<file path="src/rtl/fwdl_pkg.sv">
package fwdl_pkg;

    localparam int NUM_PORTS = 2;
    localparam int SEL_W     = 1;
    localparam int PRIMARY   = 0;
    localparam int DOWNGRADE = 1;

    typedef enum logic [2:0] {
        ST_OK          = 3'd0,
        ST_PRIM_LOCKED = 3'd1,
        ST_DOWN_LOCKED = 3'd2,
        ST_SIG_FAIL    = 3'd3,
        ST_DENIED      = 3'd4
    } status_e;

    typedef enum logic [1:0] {
        S_IDLE     = 2'd0,
        S_WAIT_SIG = 2'd1,
        S_REPORT   = 2'd2
    } state_e;

endpackage

</file>
<file path="src/rtl/fwdl_port_cell.sv">
module fwdl_port_cell #(
    parameter logic DEF_LOCKED = 1'b1,
    parameter logic DEF_LOR    = 1'b1
) (
    input  logic clk,
    input  logic rst_n,
    input  logic por,
    input  logic wr_en,
    input  logic wr_locked,
    input  logic wr_lor,
    output logic locked,
    output logic lock_on_por
);

    always_ff @(posedge clk or negedge rst_n) begin
        if (!rst_n) begin
            locked      <= DEF_LOCKED;
            lock_on_por <= DEF_LOR;
        end else if (por) begin
            if (lock_on_por) begin
                locked <= 1'b1;
            end
        end else if (wr_en) begin
            locked      <= wr_locked;
            lock_on_por <= wr_lor;
        end
    end

endmodule

</file>
<file path="src/rtl/fwdl_floor_reg.sv">
module fwdl_floor_reg #(
    parameter int VER_W = 8
) (
    input  logic             clk,
    input  logic             rst_n,
    input  logic             upd_en,
    input  logic [VER_W-1:0] upd_val,
    input  logic [VER_W-1:0] probe_ver,
    output logic             probe_below,
    output logic [VER_W-1:0] floor_q
);

    always_ff @(posedge clk or negedge rst_n) begin
        if (!rst_n) begin
            floor_q <= '0;
        end else if (upd_en && (upd_val > floor_q)) begin
            floor_q <= upd_val;
        end
    end

    assign probe_below = (probe_ver < floor_q);

endmodule

</file>
<file path="src/rtl/fwdl_gate.sv">
module fwdl_gate
    import fwdl_pkg::*;
#(
    parameter int                   VER_W       = 8,
    parameter logic [NUM_PORTS-1:0] DEF_LOCKED  = '1,
    parameter logic [NUM_PORTS-1:0] DEF_LOR     = '1
) (
    input  logic                 clk,
    input  logic                 rst_n,
    input  logic                 por,
    input  logic                 attr_wr_valid,
    input  logic                 attr_wr_sel,
    input  logic                 attr_wr_owner,
    input  logic                 attr_wr_locked,
    input  logic                 attr_wr_lock_on_por,
    output logic                 attr_resp_valid,
    output logic [2:0]           attr_resp_code,
    output logic [1:0]           port_locked,
    output logic [1:0]           port_lock_on_por,
    input  logic                 dl_req_valid,
    input  logic [VER_W-1:0]     dl_req_version,
    input  logic                 sig_valid,
    input  logic                 sig_pass,
    output logic                 dl_busy,
    output logic                 dl_done,
    output logic [2:0]           dl_status,
    output logic                 dl_commit,
    output logic                 dl_discard,
    output logic [VER_W-1:0]     rollback_floor
);

    state_e          state_q, state_d;
    status_e         status_q, status_d;
    logic [VER_W-1:0] ver_q;
    logic            down_q;
    logic            req_below;
    logic            floor_upd;
    status_e         resp_code_q;

    // attribute store, one cell per port
    for (genvar i = 0; i < NUM_PORTS; i++) begin : g_port
        logic wr_en_i;
        assign wr_en_i = attr_wr_valid && attr_wr_owner && (attr_wr_sel == SEL_W'(i));
        fwdl_port_cell #(
            .DEF_LOCKED (DEF_LOCKED[i]),
            .DEF_LOR    (DEF_LOR[i])
        ) u_cell (
            .clk         (clk),
            .rst_n       (rst_n),
            .por         (por),
            .wr_en       (wr_en_i),
            .wr_locked   (attr_wr_locked),
            .wr_lor      (attr_wr_lock_on_por),
            .locked      (port_locked[i]),
            .lock_on_por (port_lock_on_por[i])
        );
    end

    fwdl_floor_reg #(.VER_W(VER_W)) u_floor (
        .clk         (clk),
        .rst_n       (rst_n),
        .upd_en      (floor_upd),
        .upd_val     (ver_q),
        .probe_ver   (dl_req_version),
        .probe_below (req_below),
        .floor_q     (rollback_floor)
    );

    // next-state decision
    always_comb begin
        state_d  = state_q;
        status_d = status_q;
        unique case (state_q)
            S_IDLE: begin
                if (dl_req_valid) begin
                    if (port_locked[PRIMARY]) begin
                        state_d  = S_REPORT;
                        status_d = ST_PRIM_LOCKED;
                    end else if (req_below && port_locked[DOWNGRADE]) begin
                        state_d  = S_REPORT;
                        status_d = ST_DOWN_LOCKED;
                    end else begin
                        state_d  = S_WAIT_SIG;
                        status_d = ST_OK;
                    end
                end
            end
            S_WAIT_SIG: begin
                if (sig_valid) begin
                    state_d  = S_REPORT;
                    status_d = sig_pass ? ST_OK : ST_SIG_FAIL;
                end
            end
            S_REPORT: begin
                state_d = S_IDLE;
            end
            default: begin
                state_d = S_IDLE;
            end
        endcase
    end

    // state register
    always_ff @(posedge clk or negedge rst_n) begin
        if (!rst_n) begin
            state_q  <= S_IDLE;
            status_q <= ST_OK;
        end else if (por) begin
            state_q  <= S_IDLE;
            status_q <= ST_OK;
        end else begin
            state_q  <= state_d;
            status_q <= status_d;
        end
    end

    // captured request
    always_ff @(posedge clk or negedge rst_n) begin
        if (!rst_n) begin
            ver_q  <= '0;
            down_q <= 1'b0;
        end else if (state_q == S_IDLE && dl_req_valid) begin
            ver_q  <= dl_req_version;
            down_q <= req_below;
        end
    end

    // attribute write response
    always_ff @(posedge clk or negedge rst_n) begin
        if (!rst_n) begin
            attr_resp_valid <= 1'b0;
            resp_code_q     <= ST_OK;
        end else if (por) begin
            attr_resp_valid <= 1'b0;
            resp_code_q     <= ST_OK;
        end else begin
            attr_resp_valid <= attr_wr_valid;
            resp_code_q     <= attr_wr_owner ? ST_OK : ST_DENIED;
        end
    end
    assign attr_resp_code = resp_code_q;

    // outputs
    always_comb begin
        dl_busy    = 1'b0;
        dl_done    = 1'b0;
        dl_status  = ST_OK;
        dl_commit  = 1'b0;
        dl_discard = 1'b0;
        unique case (state_q)
            S_IDLE: ;
            S_WAIT_SIG: dl_busy = 1'b1;
            S_REPORT: begin
                dl_done    = 1'b1;
                dl_status  = status_q;
                dl_commit  = (status_q == ST_OK);
                dl_discard = (status_q == ST_SIG_FAIL);
            end
            default: ;
        endcase
    end

    assign floor_upd = (state_q == S_REPORT) && (status_q == ST_OK) && !down_q;

endmodule

</file>
<file path="config.mk">
export PLATFORM = sky130hd
export DESIGN_NAME = fwdl_gate
export DESIGN_NICKNAME = d
export VERILOG_FILES = /design/src/rtl/fwdl_pkg.sv /design/src/rtl/fwdl_port_cell.sv /design/src/rtl/fwdl_floor_reg.sv /design/src/rtl/fwdl_gate.sv
export SDC_FILE = /design/constraint.sdc
export NUM_CORES = 1
export LEC_CHECK = 0
export BUFFER_PORTS_ARGS = -buffer_cell sky130_fd_sc_hd__buf_2
export CELL_PAD_IN_SITES_DETAIL_PLACEMENT = 1
export CELL_PAD_IN_SITES_GLOBAL_PLACEMENT = 1
export CORE_AREA = 5 5 73 102
export CTS_CLUSTER_DIAMETER = 200
export CTS_CLUSTER_SIZE = 28
export DETAILED_ROUTE_END_ITERATION = 8
export DIE_AREA = 0 0 78 107
export GPL_TIMING_DRIVEN = 0
export PLACE_DENSITY = 0.51
export SLEW_MARGIN = 20
export SYNTH_ARGS = -nofsm -noshare
export SYNTH_HDL_FRONTEND = slang
export SYNTH_SLANG_ARGS = --single-unit
</file>
<file path="constraint.sdc">
create_clock -name clk -period 2.2 [get_ports clk]
set_clock_uncertainty 0.05 [all_clocks]
set_input_delay 0.11 -clock clk [delete_from_list [all_inputs] [get_ports clk]]
set_output_delay 0.11 -clock clk [all_outputs]
set_load 0.01 [all_outputs]
</file>
## Word level (Yosys, flattened, before mapping)

Index checks and enable logic that the tools add are counted.

- Bitwise logic cells: 2
- Equality and inequality tests: 7
- Mux-type cells: 27
- $lt $le $gt $ge: 2
- Reductions and logical operators: 20

Operators by type and width:

| operator | number |
|---|---|
| 3-bit two-way mux | 6 |
| 2-bit two-way mux | 8 |
| 1-bit two-way mux | 11 |
| 2-bit AND reduction | 5 |
| 8-bit greater-than comparator | 1 |
| 1-bit logical AND | 8 |
| 8-bit less-than comparator | 1 |
| 3-bit inequality test (second input constant) | 2 |
| 3-bit case mux with 2 select lines | 1 |
| 2-bit by 1-bit inequality test with 1-bit output (second input constant) | 2 |
| 2-bit case mux with 2 select lines | 1 |
| 2-bit nonzero test | 2 |
| 3-bit by 2-bit equality test with 1-bit output (second input constant) | 1 |
| 3-bit logical NOT | 1 |
| 3-bit AND reduction | 1 |
| 3-bit nonzero test | 1 |
| 2-bit by 1-bit equality test with 1-bit output (second input constant) | 1 |
| 2-bit equality test (second input constant) | 1 |
| 2-bit logical NOT | 1 |
| 1-bit inverter | 2 |
| 1-bit logical NOT | 1 |

- Input port bits: 19
- Output and inout bits: 23
- Bits in registers: 30
- Word-level logic and storage cells: 69

## Logic depth before layout (Yosys ltp)

- Word-level depth: 7
- Gate-level depth with buffers: 7
- Mapped depth without buffers: 7

## Hierarchy

Synthesis repeated with hierarchy kept, for this count alone.

- Cells, all modules: 135
- Area total of the unflattened synthesis: 1,587.8 um^2

By module, submodules not included:

| module | seq. area each (um^2) | area an instance (um^2) | cells an instance | instances |
|---|---|---|---|---|
| fwdl_gate | 375.4 | 691.9 | 59 | 1 |
| fwdl_floor_reg | 200.2 | 685.7 | 62 | 1 |
| fwdl_port_cell | 52.6 | 105.1 | 7 | 2 |

## Least setup slack after synthesis

OpenSTA, ideal clock, no wires.

- Path kind: register to register
- Start: register u_floor.floor_q[2]
- End: register u_floor.floor_q[1]
- Data required time: 2,025 ps
- Clock period less this slack: 2,094 ps
- Cell stages (with the launch flop): 8
- Buffers on the path: 0
- Setup time: 125 ps
- Slack: 106 ps
- Arrival time: 1,919 ps
- Path through: dfrtp_1 inv_1 ha_1 a21o_1 a211oi_1 o22ai_1 o21ai_4 mux2_4

- Longest elaborated chain between the ends: 2

Ends and longest elaborated chain:

| item | line | text |
|---|---|---|
| start: declaration | fwdl_floor_reg.sv:10 | `output logic [VER_W-1:0] floor_q` |
| start signal: assignment | fwdl_floor_reg.sv:17 | `floor_q <= upd_val;` |
| 8-bit greater-than comparator | fwdl_floor_reg.sv:16 | `end else if (upd_en && (upd_val > floor_q)) begin` |
| 1-bit logical AND | fwdl_floor_reg.sv:16 |  |

Every way passes these cells.
A chain may end at the register's enable or synchronous reset.

## Worst setup path after layout

- Start: register u_floor.floor_q[2]
- End: register u_floor.floor_q[2]

Same word-level chain as after synthesis.

==> key figures <==
Power
  • Lkg Pwr: 0.982 nW
  • PwrDens: 1020 mW/mm^2
  • Max IR drop VDD: 0.279 mV

Cells and area
  • Syn-to-layout area delta: 29.5%
  • Final core utilization: 0.314
  • Cell area after layout: 0.00202 sq mm
  • Layout cells sized above 1: 0.457
  • Final #Nets: 223
  • Non-filler cells, final: 262
  • Antenna diodes: 0

CTS
  • Clock net sink count: 27
  • Clk_lat worst skew: 0.28 ns
  • Clock slew at reported path FFs: 0.10 ns
  • CTS tree: yes
  • CTS buffer count: 3
  • CTS max path bufs: 2
  • H-tree depth: 1
  • Root buffer cell: clkbuf_8

Timing
  • Final setup vio count: 0
  • Hold Fails Final Rpt: 0
  • Relative slew slack: 0.418
  • Max Slew Vio Count: 0
  • Fmax: 0.478 GHz
  • Min Clock Period, post-route: 2.09 ns
  • Final Cycle Share: 0.950
  • Worst-Margin Slew: 0.870 ns

Floorplan
  • Die X: 78 um
  • Ports: 42
  • Core Region: 0.00644 sq mm
  • Die H: 107 um
  • Initial Util: 0.243
  • Rows: 35
  • Die area: 0.00835 sq mm

Critical path
  • CP Cell Sequence: inv_1 -> ha_4 -> and4b_1 -> a211oi_2 -> o22ai_2 -> o21ai_4 -> buf_6 -> mux2_4
  • Worst R2R End: u_floor.floor_q[2]
  • Worst path max stage delay: 0.41 ns
  • Crit Path Class: reg -> reg
  • Setup slack, reg-to-reg: 0.11 ns
  • Setup crit end kind: flip-flop
  • Worst-path fanout max: 3
  • FF-to-FF Start: u_floor.floor_q[2]
  • Worst Path Required: 2.32 ns
  • Slowest cell on the critical path: dfrtp_1
  • Data arrival, critical path: 2.21 ns
  • Startpoint Class: flip-flop
  • Reg2Reg Depth: 8

Synthesis
  • Top FF cell, synth: dfrtp_1
  • Synth warnings: 0
  • Async SR Flop Fraction: 1.00
  • Cell taking the most area after synthesis: dfrtp_1
  • Top cell type's share of synthesized area: 0.368
  • Post-synthesis sequential area ratio: 0.436
  • Synthesized flop and latch total: 27
  • Synth Instances: 138
  • Number of synthesized flops with an enable pin: 0
  • Count of cell types in the netlist: 35
  • Synthesized area: 0.00156 sq mm
  • Largest cells by area after synthesis: dfrtp_1 37%, ha_1 12%, dfstp_2 6.7%, mux2_4 6.7%, mux2_2 6.5%
  • Syn avg cell area: 11.3 sq um

GRT
  • Pin count of the biggest net entering global routing: 28
  • First-pass GRT wire length: 6400 um
  • Vias in the first global route: 1361
  • Congestion Overflow GR: 0
  • Initial antenna violation count: 0
  • GRT Total Usage: 0.0932

Place
  • Gp weighted congestion: 0.814
  • Hpwl dp: 3010 um
  • Placed Instances: 251
  • Area after DPL: 0.00185 sq mm
  • Port bufs: 37

Flow run
  • Max cap viols: 0

Route
  • Drt first-iter violations: 9
  • Via/cell ratio: 4.61
  • Routed wire per std cell: 14.7 um
  • Final wirelength: 3840 um
  • Post-route ant nets: 0
  • DRC errors left: 0
  • Vias: 1208
  • Initial DRT Pass Iterations: 4

Status
  • Outcome: finished clean

Hold path
  • Hold_sp: dl_req_version[0]
  • Hold Path Depth: 3
  • Min-delay worst type: in -> reg
  • Hold-critical path endpoint: ver_q[0]
## worst max path at each step
stage	from	to	slack [ns]	cells after the start
2_1_floorplan	u_floor.floor_q[2]	u_floor.floor_q[1]	0.11	7
3_3_place_gp	u_floor.floor_q[2]	u_floor.floor_q[6]	-0.1	7
3_5_place_dp	u_floor.floor_q[2]	u_floor.floor_q[5]	-0.12	7
4_1_cts	u_floor.floor_q[2]	u_floor.floor_q[1]	0.05	8
5_1_grt	u_floor.floor_q[5]	status_q[1]	-0.03	7
6_report	u_floor.floor_q[2]	u_floor.floor_q[2]	0.11	8
## through the flow
stage | worst slack [ns] | setup TNS (ns) | power [mW] | hold slack (ns)
floorplan | 0.106 | 0 | 1.35 | -0.236
global placement | -0.0959 | -0.655 | 1.62 | 0.107
detailed placement | -0.124 | -0.819 | 1.65 | 0.115
CTS | 0.0488 | 0 | 1.99 | 0.00406
global route | -0.0314 | -0.0314 | 2.27 | 0.0152
finish | 0.109 | 0 | 2.07 | 0.0109
## kinds of logic after synthesis
kind of cell / Yosys count / share of synthesized area
adder cells (fa/ha/maj): 15 / 0.120
buffers and inverters: 17 / 0.0576
AO/OA/AOI/OAI: 24 / 0.107
other: 1 / 0.00240
multiplexers: 17 / 0.139
AND/OR/NAND/NOR: 37 / 0.139
flip-flops: 27 / 0.436
## registers in the layout, summed over array words and instances (netlist names)
register / cells
attr_resp_code: 1
attr_resp_valid: 1
down_q: 1
g_port.u_cell.lock_on_por: 2
g_port.u_cell.locked: 2
state_q: 2
status_q: 2
u_floor.floor_q: 8
ver_q: 8
## critical path: cells and delay by family, from the launching register on
| family | cells | cell delay, ns |
|---|---|---|
| AO/OA/AOI/OAI | 3 | 0.54 |
| adder cells (fa/ha/maj) | 1 | 0.23 |
| buffers and inverters | 2 | 0.29 |
| flip-flops | 1 | 0.41 |
| multiplexers | 1 | 0.29 |
| AND/OR/NAND/NOR | 1 | 0.18 |
## cell usage in the layout (no fill, tap or decap), types with 2 or more instances in the layout
cell type,netlist,layout
o41ai_1,2,2
clkbuf_8,0,3
conb_1,1,3
nand4_1,3,3
a21oi_1,4,4
dlygate4sd3_1,0,2
buf_2,0,37
buf_6,0,3
nor2b_1,2,2
a211oi_1,6,3
buf_4,7,9
o21ai_0,6,6
ha_1,15,12
nand2_1,9,9
mux2_4,7,7
mux2_2,9,9
dfstp_2,4,4
nor3b_4,2,2
dfrtp_1,23,23
and2_1,2,2
inv_1,9,9
ha_4,0,3
nor2_1,10,10
a211oi_2,0,3
## final cells by class
cell class	instances	area (sq um)
Fill cell	733	4410
Multi-Input combinational cell	96	861
Sequential cell	27	681
Timing Repair Buffer	44	254
Tap cell	74	92.6
Buffer	8	56.3
Clock buffer	3	41.3
Inverter	9	33.8
Clock inverter	1	5.00
## layer usage
metal	track usage	share of wire	vias up
met5	0	0	-
met4	0.0278	0.014	0
met3	0.0244	0.058	8
met2	0.159	0.50	33
met1	0.114	0.43	580
li1	-	-	587
## power by group
| group | internal, mW | total, mW | switching (mW) |
|---|---|---|---|
| logic | 0.536 | 1.01 | 0.479 |
| registers | 0.644 | 0.766 | 0.122 |
| clock network | 0.127 | 0.292 | 0.165 |
## timing repair
action | CTS | global route
endpoints found under the setup margin | 8 | 8
pin swaps | 2 | 3
gates resized for setup | 1 | 10
setup buffers | 3 | 2
hold endpoints to repair | 24 | 0
hold buffers | 2 | 0
## Yosys cell counts (all sizes together), types with 2 or more instances
| master | number |
|---|---|
| o41ai | 2 |
| nand4 | 3 |
| nor2 | 10 |
| a211oi | 6 |
| o21ai | 7 |
| dfstp | 4 |
| a21oi | 4 |
| dfrtp | 23 |
| nand2 | 9 |
| ha | 15 |
| nor2b | 2 |
| nor3b | 2 |
| buf | 7 |
| and2 | 2 |
| inv | 9 |
| mux2 | 16 |
Power figures use the tool's default switching activity.
